**config.mk**
```make
export PLATFORM = sky130hd
export DESIGN_NAME = panel_ctl_regbank
export DESIGN_NICKNAME = d
export VERILOG_FILES = /design/src/rtl/pcr_pkg.sv /design/src/rtl/pcr_addr_decode.sv /design/src/rtl/pcr_shadow_slot.sv /design/src/rtl/pcr_irq_status.sv /design/src/rtl/panel_ctl_regbank.sv
export SDC_FILE = /design/constraint.sdc
export NUM_CORES = 1
export LEC_CHECK = 0
export BUFFER_PORTS_ARGS = -buffer_cell sky130_fd_sc_hd__buf_2
export CAP_MARGIN = 20
export CORE_MARGIN = 10
export CORE_UTILIZATION = 57
export DETAILED_ROUTE_END_ITERATION = 8
export HOLD_SLACK_MARGIN = 0.05
export PLACE_DENSITY = 0.79
export SYNTH_ARGS = -nofsm -noshare
export SYNTH_HDL_FRONTEND = slang
export SYNTH_SLANG_ARGS = --single-unit
```
**constraint.sdc**
```tcl
create_clock -name clk -period 2.3 [get_ports clk]
set_input_delay 0.23 -clock clk [delete_from_list [all_inputs] [get_ports clk]]
set_output_delay 0.23 -clock clk [all_outputs]
set_load 0.005 [all_outputs]
```
**src/rtl/pcr_pkg.sv**
```systemverilog
package pcr_pkg;

   localparam int NUM_SLOTS  = 12;
   localparam int OFF_BITS   = 12;

   localparam logic [OFF_BITS-1:0] STATUS_OFF = 12'h03C;
   localparam logic [OFF_BITS-1:0] COMMIT_OFF = 12'h050;

   // Byte offset of each shadowed configuration slot; slot order is the
   // order of the active output bundle.
   function automatic logic [OFF_BITS-1:0] slot_offset(input int idx);
      logic [OFF_BITS-1:0] off;
      case (idx)
         0:       off = 12'h000;
         1:       off = 12'h004;
         2:       off = 12'h008;
         3:       off = 12'h00C;
         4:       off = 12'h010;
         5:       off = 12'h014;
         6:       off = 12'h018;
         7:       off = 12'h01C;
         8:       off = 12'h024;
         9:       off = 12'h028;
         10:      off = 12'h054;
         11:      off = 12'h058;
         default: off = 12'hFFC;
      endcase
      return off;
   endfunction

endpackage

```
**src/rtl/pcr_addr_decode.sv**
```systemverilog
module pcr_addr_decode #(
   parameter int ADDR_W    = 12,
   parameter int NUM_SLOTS = pcr_pkg::NUM_SLOTS
) (
   input  logic [ADDR_W-1:0]    addr,
   output logic [NUM_SLOTS-1:0] slot_sel,
   output logic                 status_sel,
   output logic                 commit_sel
);

   localparam logic [ADDR_W-1:0] STS_A = ADDR_W'(pcr_pkg::STATUS_OFF);
   localparam logic [ADDR_W-1:0] CMT_A = ADDR_W'(pcr_pkg::COMMIT_OFF);

   generate
      if (ADDR_W < 7) begin : g_bad_addr
         $error("pcr_addr_decode: ADDR_W must cover offset 0x58");
      end
      for (genvar g = 0; g < NUM_SLOTS; g++) begin : g_slot
         localparam logic [ADDR_W-1:0] SLOT_A = ADDR_W'(pcr_pkg::slot_offset(g));
         assign slot_sel[g] = (addr == SLOT_A);
      end
   endgenerate

   assign status_sel = (addr == STS_A);
   assign commit_sel = (addr == CMT_A);

endmodule

```
**src/rtl/pcr_shadow_slot.sv**
```systemverilog
module pcr_shadow_slot #(
   parameter int               DATA_W  = 32,
   parameter logic [DATA_W-1:0] RST_VAL = '0
) (
   input  logic              clk,
   input  logic              rst_n,
   input  logic              wr_en,
   input  logic [DATA_W-1:0] wdata,
   input  logic              commit,
   output logic [DATA_W-1:0] shadow_q,
   output logic [DATA_W-1:0] active_q
);

   always_ff @(posedge clk or negedge rst_n) begin
      if (!rst_n) begin
         shadow_q <= RST_VAL;
      end else if (wr_en) begin
         shadow_q <= wdata;
      end
   end

   always_ff @(posedge clk or negedge rst_n) begin
      if (!rst_n) begin
         active_q <= RST_VAL;
      end else if (commit) begin
         active_q <= shadow_q;
      end
   end

   // without a commit the active copy never moves
   a_r2_active_holds: assert property (@(posedge clk) disable iff (!rst_n)
      !commit |=> $stable(active_q));

   // a commit publishes the shadow value held on that edge
   a_r3_commit_loads: assert property (@(posedge clk) disable iff (!rst_n)
      commit |=> (active_q == $past(shadow_q)));

endmodule

```
**src/rtl/pcr_irq_status.sv**
```systemverilog
module pcr_irq_status #(
   parameter int DATA_W  = 32,
   parameter int NUM_EVT = 4
) (
   input  logic              clk,
   input  logic              rst_n,
   input  logic              wr_en,
   input  logic [DATA_W-1:0] wdata,
   input  logic [NUM_EVT-1:0] evt,
   output logic [NUM_EVT-1:0] sts_q,
   output logic [NUM_EVT-1:0] msk_q,
   output logic              irq_o
);

   localparam int MSK_LO = NUM_EVT;
   localparam int CLR_LO = 2 * NUM_EVT;

   logic [NUM_EVT-1:0] clr_req;

   assign clr_req = wr_en ? wdata[CLR_LO +: NUM_EVT] : '0;

   generate
      if (3 * NUM_EVT > DATA_W) begin : g_bad_width
         $error("pcr_irq_status: three event fields do not fit DATA_W");
      end
      for (genvar e = 0; e < NUM_EVT; e++) begin : g_evt
         always_ff @(posedge clk or negedge rst_n) begin
            if (!rst_n) begin
               sts_q[e] <= 1'b0;
            end else if (evt[e]) begin
               sts_q[e] <= 1'b1;
            end else if (clr_req[e]) begin
               sts_q[e] <= 1'b0;
            end
         end
      end
   endgenerate

   always_ff @(posedge clk or negedge rst_n) begin
      if (!rst_n) begin
         msk_q <= '0;
      end else if (wr_en) begin
         msk_q <= wdata[MSK_LO +: NUM_EVT];
      end
   end

   assign irq_o = |(sts_q & ~msk_q);

   // an event pulse always leaves its status bit set
   a_r7_event_wins: assert property (@(posedge clk) disable iff (!rst_n)
      (|evt) |=> ((sts_q & $past(evt)) == $past(evt)));

   // a clear without a competing event drops the bit
   a_r6_clear_drops: assert property (@(posedge clk) disable iff (!rst_n)
      wr_en |=> ((sts_q & $past(clr_req & ~evt)) == '0));

   // a status bit only falls through an explicit clear
   a_r4_sticky: assert property (@(posedge clk) disable iff (!rst_n)
      1'b1 |=> ((~sts_q & $past(sts_q) & ~$past(clr_req)) == '0));

   // no status bit rises without an event
   a_r10_no_sw_set: assert property (@(posedge clk) disable iff (!rst_n)
      1'b1 |=> ((sts_q & ~$past(sts_q) & ~$past(evt)) == '0));

endmodule

```
**src/rtl/panel_ctl_regbank.sv**
```systemverilog
module panel_ctl_regbank #(
   parameter int ADDR_W  = 12,
   parameter int DATA_W  = 32,
   parameter int NUM_EVT = 4,
   parameter int NUM_SLOTS = pcr_pkg::NUM_SLOTS
) (
   input  logic                        clk,
   input  logic                        rst_n,
   input  logic                        bus_wr,
   input  logic [ADDR_W-1:0]           bus_addr,
   input  logic [DATA_W-1:0]           bus_wdata,
   input  logic [NUM_EVT-1:0]          evt_in,
   output logic [DATA_W-1:0]           bus_rdata,
   output logic [NUM_SLOTS*DATA_W-1:0] active_cfg,
   output logic                        irq_out
);

   logic [NUM_SLOTS-1:0] slot_sel;
   logic                 status_sel;
   logic                 commit_sel;
   logic                 commit;
   logic [DATA_W-1:0]    shadow_w [NUM_SLOTS];
   logic [NUM_EVT-1:0]   sts_w;
   logic [NUM_EVT-1:0]   msk_w;

   generate
      if (DATA_W < 1) begin : g_bad_data
         $error("panel_ctl_regbank: DATA_W must be positive");
      end
   endgenerate

   pcr_addr_decode #(
      .ADDR_W    (ADDR_W),
      .NUM_SLOTS (NUM_SLOTS)
   ) u_dec (
      .addr       (bus_addr),
      .slot_sel   (slot_sel),
      .status_sel (status_sel),
      .commit_sel (commit_sel)
   );

   assign commit = bus_wr & commit_sel & bus_wdata[0];

   generate
      for (genvar s = 0; s < NUM_SLOTS; s++) begin : g_cfg
         pcr_shadow_slot #(
            .DATA_W  (DATA_W),
            .RST_VAL ('0)
         ) u_slot (
            .clk      (clk),
            .rst_n    (rst_n),
            .wr_en    (bus_wr & slot_sel[s]),
            .wdata    (bus_wdata),
            .commit   (commit),
            .shadow_q (shadow_w[s]),
            .active_q (active_cfg[s*DATA_W +: DATA_W])
         );
      end
   endgenerate

   pcr_irq_status #(
      .DATA_W  (DATA_W),
      .NUM_EVT (NUM_EVT)
   ) u_irq (
      .clk   (clk),
      .rst_n (rst_n),
      .wr_en (bus_wr & status_sel),
      .wdata (bus_wdata),
      .evt   (evt_in),
      .sts_q (sts_w),
      .msk_q (msk_w),
      .irq_o (irq_out)
   );

   always_comb begin
      bus_rdata = '0;
      for (int s = 0; s < NUM_SLOTS; s++) begin
         if (slot_sel[s]) begin
            bus_rdata = bus_rdata | shadow_w[s];
         end
      end
      if (status_sel) begin
         bus_rdata[NUM_EVT-1:0]         = sts_w;
         bus_rdata[NUM_EVT +: NUM_EVT]  = msk_w;
      end
   end

   // the commit offset reads as zero
   a_r9_commit_reads_zero: assert property (@(posedge clk) disable iff (!rst_n)
      commit_sel |-> (bus_rdata == '0));

   // the interrupt line implies a pending unmasked status bit
   a_r8_irq_has_source: assert property (@(posedge clk) disable iff (!rst_n)
      irq_out |-> ((sts_w & ~msk_w) != '0));

endmodule

```
## Word level (Yosys, flattened, before mapping)

Index checks and enable logic that the tools add are counted.

- Mux-type cells: 22
- Eq/ne operators: 13
- Reduce and logical (&&, ||, !) cells: 6
- Multiply operators: 0
- $lt $le $gt $ge: 0
- Shifts and indexed selects: 0
- Bitwise logic cells: 28
- Add/sub/neg operators: 0
- Divide/modulo/power cells: 0

Operators with widths:

| kind | count |
|---|---|
| 32-bit 2-to-1 mux | 12 |
| 32-bit bitwise OR | 11 |
| 12-bit by 5-bit equality test with 1-bit output, second input constant | 4 |
| 12-bit by 6-bit equality test with 1-bit output, second input constant | 3 |
| 12-bit by 7-bit equality test with 1-bit output, second input constant | 3 |
| 12-bit by 4-bit equality test with 1-bit output, second input constant | 2 |
| 1-bit AND | 15 |
| 12-bit by 3-bit equality test with 1-bit output, second input constant | 1 |
| 12-bit logical NOT | 1 |
| 1-bit 2-to-1 mux | 8 |
| 8-bit 2-to-1 mux | 1 |
| 2-bit nonzero test | 4 |
| 4-bit AND | 1 |
| 4-bit 2-to-1 mux | 1 |
| 4-bit NOT | 1 |
| 4-bit OR reduction | 1 |

- Register bits after elaboration: 776
- Memory bits (read-only): 0
- Latch bits: 0
- Bits in writable memories: 0
- Word-level logic and storage cells: 98
- Memories kept: 0

## Longest topological paths before layout

Gate-level depths: netlist of run 1.

- Depth in word-level cells: 25
- Gate-level depth with buffers: 9
- Gate-level depth less buffers: 5

## By module

Synthesis of run 1 repeated with hierarchy kept, for this count alone.

- Cell total of the unflattened synthesis: 1985
- Area, all modules: 35148.7 um^2

Modules (own cells, without submodules):

| module | sequential area each (um^2) | area each (um^2) | times used | cells each |
|---|---|---|---|---|
| pcr_shadow_slot | 1601.5 | 2690.1 | 12 | 136 |
| panel_ctl_regbank | 0.0 | 2273.4 | 1 | 297 |
| pcr_irq_status | 200.2 | 347.8 | 1 | 26 |
| pcr_addr_decode | 0.0 | 246.5 | 1 | 30 |

## Worst setup path after synthesis of run 1

Ideal clock, no wire load.

- Path type: in2out
- Start point: in bus_addr[1]
- End point: out bus_rdata[12]
- Arrival time: 1842 ps
- Path buffers: 4
- Setup slack: 228 ps
- Stages on the path: 8
- Path through: buf_2 or4b_1 buf_2 nor3_4 buf_2 buf_2 a22oi_1 nand3_1

- Word-level cells in the longest chain between the ends: 24
- Elaborated cells between the ends (all ways): 35
- Those cells by class: eq/ne: 11; mux: 12; bitwise: 11; reduce/logical: 1

Ends and longest elaborated chain:

| what | line | RTL |
|---|---|---|
| start: declaration | panel_ctl_regbank.sv:10 | `input logic [ADDR_W-1:0] bus_addr,` |
| 12-bit logical NOT | pcr_addr_decode.sv:20 | `assign slot_sel[g] = (addr == SLOT_A);` |
| 32-bit 2-to-1 mux | panel_ctl_regbank.sv:78 | `if (slot_sel[s]) begin` |
| 32-bit bitwise OR | panel_ctl_regbank.sv:79 | `bus_rdata = bus_rdata \| shadow_w[s];` |
| 32-bit 2-to-1 mux | panel_ctl_regbank.sv:78 |  |
| 32-bit bitwise OR | panel_ctl_regbank.sv:79 |  |
| 32-bit 2-to-1 mux | panel_ctl_regbank.sv:78 |  |
| 32-bit bitwise OR | panel_ctl_regbank.sv:79 |  |
| 32-bit 2-to-1 mux | panel_ctl_regbank.sv:78 |  |
| [... 8 more ...] | - |  |
| 32-bit bitwise OR | panel_ctl_regbank.sv:79 |  |
| 32-bit 2-to-1 mux | panel_ctl_regbank.sv:78 |  |
| 32-bit bitwise OR | panel_ctl_regbank.sv:79 |  |
| 32-bit 2-to-1 mux | panel_ctl_regbank.sv:78 |  |
| 32-bit bitwise OR | panel_ctl_regbank.sv:79 |  |
| 32-bit 2-to-1 mux | panel_ctl_regbank.sv:78 |  |
| 32-bit bitwise OR | panel_ctl_regbank.sv:79 |  |
| 32-bit 2-to-1 mux * | panel_ctl_regbank.sv:78 |  |
| end: declaration | panel_ctl_regbank.sv:13 | `output logic [DATA_W-1:0] bus_rdata,` |

Mark *: on every way between the ends. The rest lies on a longest branch, timed or not.

## Worst setup path in the final report of run 1

- Start point: reg g_cfg[0].u_slot.shadow_q[6]
- End point: out bus_rdata[6]

- Word-level cells in the longest chain between the ends: 24

Ends and longest elaborated chain:

| what | line | RTL |
|---|---|---|
| start: declaration | pcr_shadow_slot.sv:10 | `output logic [DATA_W-1:0] shadow_q,` |
| start signal: assignment | pcr_shadow_slot.sv:18 | `shadow_q <= wdata;` |
| 32-bit 2-to-1 mux * | panel_ctl_regbank.sv:78 |  |
| 32-bit bitwise OR | panel_ctl_regbank.sv:79 |  |
| 32-bit 2-to-1 mux * | panel_ctl_regbank.sv:78 |  |
| 32-bit bitwise OR | panel_ctl_regbank.sv:79 |  |
| 32-bit 2-to-1 mux * | panel_ctl_regbank.sv:78 |  |
| 32-bit bitwise OR | panel_ctl_regbank.sv:79 |  |
| 32-bit 2-to-1 mux * | panel_ctl_regbank.sv:78 |  |
| 32-bit bitwise OR | panel_ctl_regbank.sv:79 |  |
| [... 8 more ...] | - |  |
| 32-bit 2-to-1 mux * | panel_ctl_regbank.sv:78 |  |
| 32-bit bitwise OR | panel_ctl_regbank.sv:79 |  |
| 32-bit 2-to-1 mux * | panel_ctl_regbank.sv:78 |  |
| 32-bit bitwise OR | panel_ctl_regbank.sv:79 |  |
| 32-bit 2-to-1 mux * | panel_ctl_regbank.sv:78 |  |
| 32-bit bitwise OR | panel_ctl_regbank.sv:79 |  |
| 32-bit 2-to-1 mux * | panel_ctl_regbank.sv:78 |  |
| 8-bit 2-to-1 mux * | panel_ctl_regbank.sv:82 | `if (status_sel) begin` |

Marks and branches as above.

==> results of run 1 <==
==> cell usage after synthesis, types with 3 or more instances <==
| library cell | instances |
|---|---|
| a21o_1 | 4 |
| a21oi_1 | 16 |
| a221oi_1 | 17 |
| a222oi_1 | 13 |
| a22o_1 | 7 |
| a22oi_1 | 75 |
| a31oi_1 | 7 |
| a32oi_1 | 9 |
| and3_1 | 3 |
| buf_1 | 3 |
| buf_2 | 92 |
| buf_4 | 42 |
| buf_6 | 9 |
| clkbuf_1 | 63 |
| dfrtp_1 | 776 |
| inv_1 | 4 |
| mux2_1 | 59 |
| mux2_2 | 291 |
| mux2_4 | 60 |
| mux2i_1 | 18 |
| mux4_2 | 6 |
| nand2_1 | 1197 |
| nand2_2 | 6 |
| nand3_1 | 32 |
| nand3_2 | 3 |
| nand4_1 | 10 |
| nor2_1 | 29 |
| nor2_4 | 3 |
| nor3_1 | 4 |
| nor3_4 | 4 |
| nor4b_1 | 3 |
| o2111ai_1 | 4 |
| o211ai_1 | 3 |
| o21ai_0 | 19 |
| o221ai_1 | 3 |
| o22ai_1 | 14 |
| o2bb2ai_1 | 9 |
| or3b_2 | 3 |
| or4_1 | 3 |
| or4b_1 | 3 |
==> cell families (layout without fill, tap and decap cells) <==
kind of cell	count (synthesis)	in the layout	synth area share
other	0	3	0
AOI/OAI and AO/OA	214	214	0.0491
DFF	776	776	0.594
and+or+nand+nor	1329	1329	0.164
buffers and inverters	213	947	0.0349
muxes	434	434	0.158
==> per-layer routing <==
layer | part of all wire | up-vias | global-route usage | routed length, um
met1 | 0.37 | 13724 | 0.448 | 44800
met5 | 0.00042 | - | 0 | 51
met2 | 0.46 | 1944 | 0.548 | 56000
met4 | 0.056 | 8 | 0.186 | 6870
li1 | - | 11288 | - | -
met3 | 0.12 | 447 | 0.102 | 14300
==> final cells by class <==
type,instances,area [um^2]
clock buffer,119,2360
tap,756,946
antenna,3,7.51
sequential,776,19400
clock inverter,21,280
inverter,4,15.0
fill,3669,14900
multi-input combinational,1977,12700
timing repair buffer,803,5960
==> worst max-delay path, cell delays in order, from the launching register on <==
cell and delay (ns):
dfrtp_1 0.41, mux4_2 0.51, nand3_2 0.09, nand3_2 0.06, o32a_1 0.37, buf_2 0.15
==> sequential cells by signal, indices dropped and copies added, names as in the netlist <==
signal,flops
g_cfg.u_slot.active_q,384
g_cfg.u_slot.shadow_q,384
u_irq.msk_q,4
u_irq.sts_q,4
==> power by group through the flow <==
stage                     sequential, W  clock [W]  combinational [W]
after floorplan                  0.0140          0           0.000234
after global placement           0.0140          0           0.000893
after detailed placement         0.0140          0           0.000915
after CTS                        0.0137     0.0132           0.000989
after global routing             0.0137     0.0138            0.00109
final                            0.0137     0.0132            0.00103
==> how the worst max path moves through the flow <==
stage,to,startpoint,slack [ns]
global route,bus_rdata[14],g_cfg[5].u_slot.shadow_q[14]$_DFFE_PN0P_,-0.20
detailed placement,bus_rdata[30],bus_addr[4],-0.23
global placement,bus_rdata[30],bus_addr[1],-0.29
CTS,bus_rdata[6],g_cfg[2].u_slot.shadow_q[6]$_DFFE_PN0P_,-0.16
finish,bus_rdata[6],g_cfg[0].u_slot.shadow_q[6]$_DFFE_PN0P_,-0.14
floorplan,bus_rdata[12],bus_addr[1],0.23
==> metrics by stage <==
stage          hold slack, ns  power, W  cells  utilization
2_1_floorplan         -0.0656    0.0142   2966            -
3_3_place_gp            0.199    0.0149   4222        0.664
3_5_place_dp            0.203    0.0149   4222        0.664
4_1_cts                0.0503    0.0279   4431        0.727
5_1_grt                0.0748    0.0286   4457        0.737
6_report               0.0768    0.0279   4459        0.737
==> repair_timing <==
item / CTS / global route
pin swaps: 38 / 52
gates resized for setup: 69 / 87
endpoints found under the setup margin: 31 / 31
endpoints found under the hold margin: 501 / 0
gates cloned: 1 / 0
setup buffers: 39 / 28
hold buffers: 30 / 0
==> impl_metrics.yaml, run 1 <==
run_status:
  outcome: "finished with violations"
  violations: "setup timing"
worst_hold_path:
  min-delay-start: "bus_wdata[9]"
  worstHoldEndpoint: "u_irq.sts_q[1]$_DFFE_PN0P_"
  min_path_type: "in2reg"
  min_path_cells: 3
global_routing:
  grt_pass1_vias: 27686
  antenna_found_initial: 6
  track_usage: 0.354
  grt_pass1_wl_mm: 179
  grt-ovfl-total: 0
  grt_max_degree: 88
place:
  dp_slack_ns: -0.229
  place_congestion: 0.946
  place_area_um2: 37600
  hpwl_mm: 85.7
  portBuffers: 467
layout:
  mostFrequentLayoutCells: "nand2_1, dfrtp_1, buf_2"
  drive_gt1_frac: 0.371
  fin_nets: 3691
  finalInstanceArea_um2: 41700
  final_common_cell: "nand2_1"
  area_delta_synth_final_pct: 27.5
synth:
  yosysWarnings: 0
  synthesis.area_um2: 32700
  synth-seq-area-share: 0.594
  avgSynthCellArea_um2: 11.0
  synth_top_area_frac: 0.594
  synth_seq_cells: 776
  postSynthCellCount: 2966
  ys_async_sr_fraction: 1.00
  synth_edf_count: 0
  synth_area_leaders: "dfrtp_1, nand2_1, mux2_2"
  synth.distinct_cells: 68
  synth_area_leader_cell: "dfrtp_1"
  synth-main-ff-cell: "dfrtp_1"
  syn_nets: 3017
worst_setup_path:
  cp.arrival_ns: 2.21
  startpoint_type: "flip-flop"
  r2r-end: "u_irq.sts_q[0]$_DFFE_PN0P_"
  crit_path_end_kind: "primary output"
  r2r_start: "u_irq.sts_q[0]$_DFFE_PN0P_"
  worstPathMaxFanout: 3
  r2r_cells: 2
  rrSetupSlack_ns: 1.03
  crit_type: "reg2out"
  crit_required_ns: 2.07
route:
  drc: 0
  drt_wl_total_mm: 122
  vias_per_cell: 6.15
  num_vias: 27411
  final_antenna_net_count: 0
  firstDrtPassIters: 6
  first_iter_violations: 3818
  wl_per_cell_um: 27.4
floorplan:
  chipHeight_um: 260
  rows: 87
  die_w_um: 260
  core_um2: 56600
  initial_core_util: 0.578
  dieArea_um2: 67300
  ioPinCount: 468
timing:
  period_minus_slack_ns: 2.44
  worst_slack_ns: -0.144
  fin_crit_sh: 1.06
  clock_skew_ns: 0.0142
  fin_setup_tns_ns: -0.562
  max_slew_margin: 0.574
  worst_pin_slew_ns: 0.634
  grt_setup_unrepaired: "yes"
  finalMaxSlewViolations: 0
  fmax_mhz: 409
  final-setup-viol-count: 11
  hold_viol: 0
power_and_ir_drop:
  powerDensity_nw_per_um2: 669
  power.share.sequential: 0.491
  power_switching_w: 0.00616
  p_comb_frac: 0.037
  p_int_w: 0.0218
  p_leak_nw: 23.5
  p_clk_frac: 0.472
  p_sw_frac: 0.221
  max-vdd-ir-drop_mv: 0.514
clock_tree:
  clockBufferDepth: 3
  clk_latency_ns: 0.63
  numCtsBuffers: 78
  cts_tree: "built"
  root_buffer: "clkbuf_16"
  clock_sinks: 776
  htreeDepth: 3
  path_clk_slew_ns: 0.06
run:
  cap_violations: 0
(Power assumes the default switching activity.)
==> run 2, diff against run 1 <==
Clock period 2.3 ns to 2.45 ns, I/O delays scaled along.
==> run 2 against run 1 <==
Against the previous run:
- the run still ends with setup timing left
- die area is the same
- clock power is essentially flat
- combinational power shrank 13%
- sequential share of layout area grew 1.1 points
- clock skew grew 0.0099 ns
- via count shrank 2.0%
- count of clock-buffer cells in the layout shrank 12
- core utilization shrank 1.7 points
- critical endpoint is now bus_rdata[14]
- highest routed layer unchanged
==> impl_metrics.yaml, run 2 (synthesis gave the netlist of run 1 again) <==
floorplan:
  core_um2: 56600
  ioPinCount: 468
  initial_core_util: 0.578
  chipHeight_um: 260
  dieArea_um2: 67300
  die_w_um: 260
  rows: 87
worst_hold_path:
  min_path_type: "in2reg"
  min_path_cells: 2
clock_tree:
  numCtsBuffers: 79
  clock_sinks: 776
  htreeDepth: 3
  path_clk_slew_ns: 0.06
  clk_latency_ns: 0.64
  clockBufferDepth: 3
  cts_tree: "built"
  root_buffer: "clkbuf_16"
global_routing:
  track_usage: 0.348
  grt_pass1_vias: 27277
  grt_max_degree: 97
  antenna_found_initial: 7
  grt-ovfl-total: 0
  grt_pass1_wl_mm: 176
timing:
  final-setup-viol-count: 1
  grt_setup_unrepaired: "yes"
  max_slew_margin: 0.529
  fin_crit_sh: 1.03
  hold_viol: 0
  worst_pin_slew_ns: 0.701
  finalMaxSlewViolations: 0
  worst_slack_ns: -0.0735
  clock_skew_ns: 0.0241
  fmax_mhz: 396
  period_minus_slack_ns: 2.52
place:
  hpwl_mm: 85.3
  portBuffers: 467
  dp_cells: 4194
  place_congestion: 0.937
worst_setup_path:
  path_delay_family: "compound AO/OA/AOI/OAI gates"
  slowest_stage: "dfrtp_1"
  startpoint_type: "flip-flop"
  crit_type: "reg2out"
  worstPathMaxFanout: 3
  crit_required_ns: 2.20
  critical_path_cell_count: 5
  r2r_cells: 2
  crit_chain: "a22oi_1 -> o32ai_1 -> a222oi_1 -> o211ai_1 -> buf_2"
  worst-path-buf-inv: 1
  crit_path_end_kind: "primary output"
  cp.arrival_ns: 2.28
  slowest_delay_ns: 0.40
layout:
  area_delta_synth_final_pct: 24.6
  final_common_cell: "nand2_1"
  fin_cells: 4387
  post-route-util: 0.720
  drive_gt1_frac: 0.348
  fin_nets: 3616
  reg_top3: "g_cfg.u_slot.active_q x384, g_cfg.u_slot.shadow_q x384"
  mostFrequentLayoutCells: "nand2_1, dfrtp_1, buf_2"
power_and_ir_drop:
  powerDensity_nw_per_um2: 658
  p_leak_nw: 23.0
  p_total_w: 0.0268
  max-vdd-ir-drop_mv: 0.559
route:
  firstDrtPassIters: 7
  first_iter_violations: 3448
  wl_per_cell_um: 27.3
  final_antenna_net_count: 0
  drt_wl_total_mm: 120
  vias_per_cell: 6.12
  num_vias: 26856
  drc: 0
run_status:
  violations: "setup timing"
  outcome: "finished with violations"
run:
  cap_violations: 0
-- run 2: where the power goes --
| part | switching, W | leakage [nW] | internal (W) |
|---|---|---|---|
| combinational | 0.000642 | 10.8 | 0.000253 |
| clock | 0.00516 | 1.41 | 0.00788 |
| sequential | 0.0000301 | 10.8 | 0.0128 |
| total | 0.00583 | 23.0 | 0.0210 |
-- run 2: worst paths after layout --
kind                                                          startpoint                                        to  slack (ns)
max in group asynchronous                                          rst_n  g_cfg[5].u_slot.active_q[18]$_DFFE_PN0P_        1.28
worst max-delay path            g_cfg[5].u_slot.shadow_q[14]$_DFFE_PN0P_                             bus_rdata[14]       -0.07
min in group asynchronous                                          rst_n  g_cfg[6].u_slot.active_q[29]$_DFFE_PN0P_        0.13
worst min-delay path                                       bus_wdata[25]  g_cfg[1].u_slot.shadow_q[25]$_DFFE_PN0P_        0.08
worst max register to register                u_irq.sts_q[0]$_DFFE_PN0P_                u_irq.sts_q[0]$_DFFE_PN0P_        1.20
worst min register to register  g_cfg[6].u_slot.active_q[22]$_DFFE_PN0P_  g_cfg[6].u_slot.active_q[22]$_DFFE_PN0P_        0.46
-- run 2: per-layer routing --
layer | share of wire | track usage | vias up
met3 | 0.11 | 0.0785 | 389
met1 | 0.38 | 0.456 | 13563
met4 | 0.058 | 0.181 | 8
met5 | 0.00038 | 0 | -
met2 | 0.46 | 0.538 | 1761
li1 | - | - | 11135
-- run 2: area by class of cell --
| class | instances | area, um^2 |
|---|---|---|
| multi-input cells | 1977 | 12400 |
| repair buffers | 727 | 5180 |
| fillers | 3886 | 15900 |
| well taps | 756 | 946 |
| clock buffers | 107 | 2300 |
| inverters | 4 | 15.0 |
| clock inverters | 38 | 519 |
| flip-flops and latches | 776 | 19400 |
| diodes | 2 | 5.00 |
-- run 2: timing repair --
item | CTS | global route
setup endpoints to repair | 23 | 20
pin swaps | 4 | 13
resized for setup | 8 | 36
hold buffers | 29 | 0
gates cloned | 1 | 0
endpoints found under the hold margin | 578 | 0
buffers inserted | 8 | 8
-- run 2: through the flow --
step	hold WS, ns	worst slack, ns	setup TNS (ns)	area (um^2)
after floorplan	-0.0506	0.348	0	32700
after global placement	0.190	-0.0790	-1.08	37300
after detailed placement	0.187	-0.111	-5.28	37300
after CTS	0.0514	0.00416	0	40500
after global routing	0.0934	-0.0190	-0.0344	40700
final	0.0770	-0.0735	-0.0735	40700
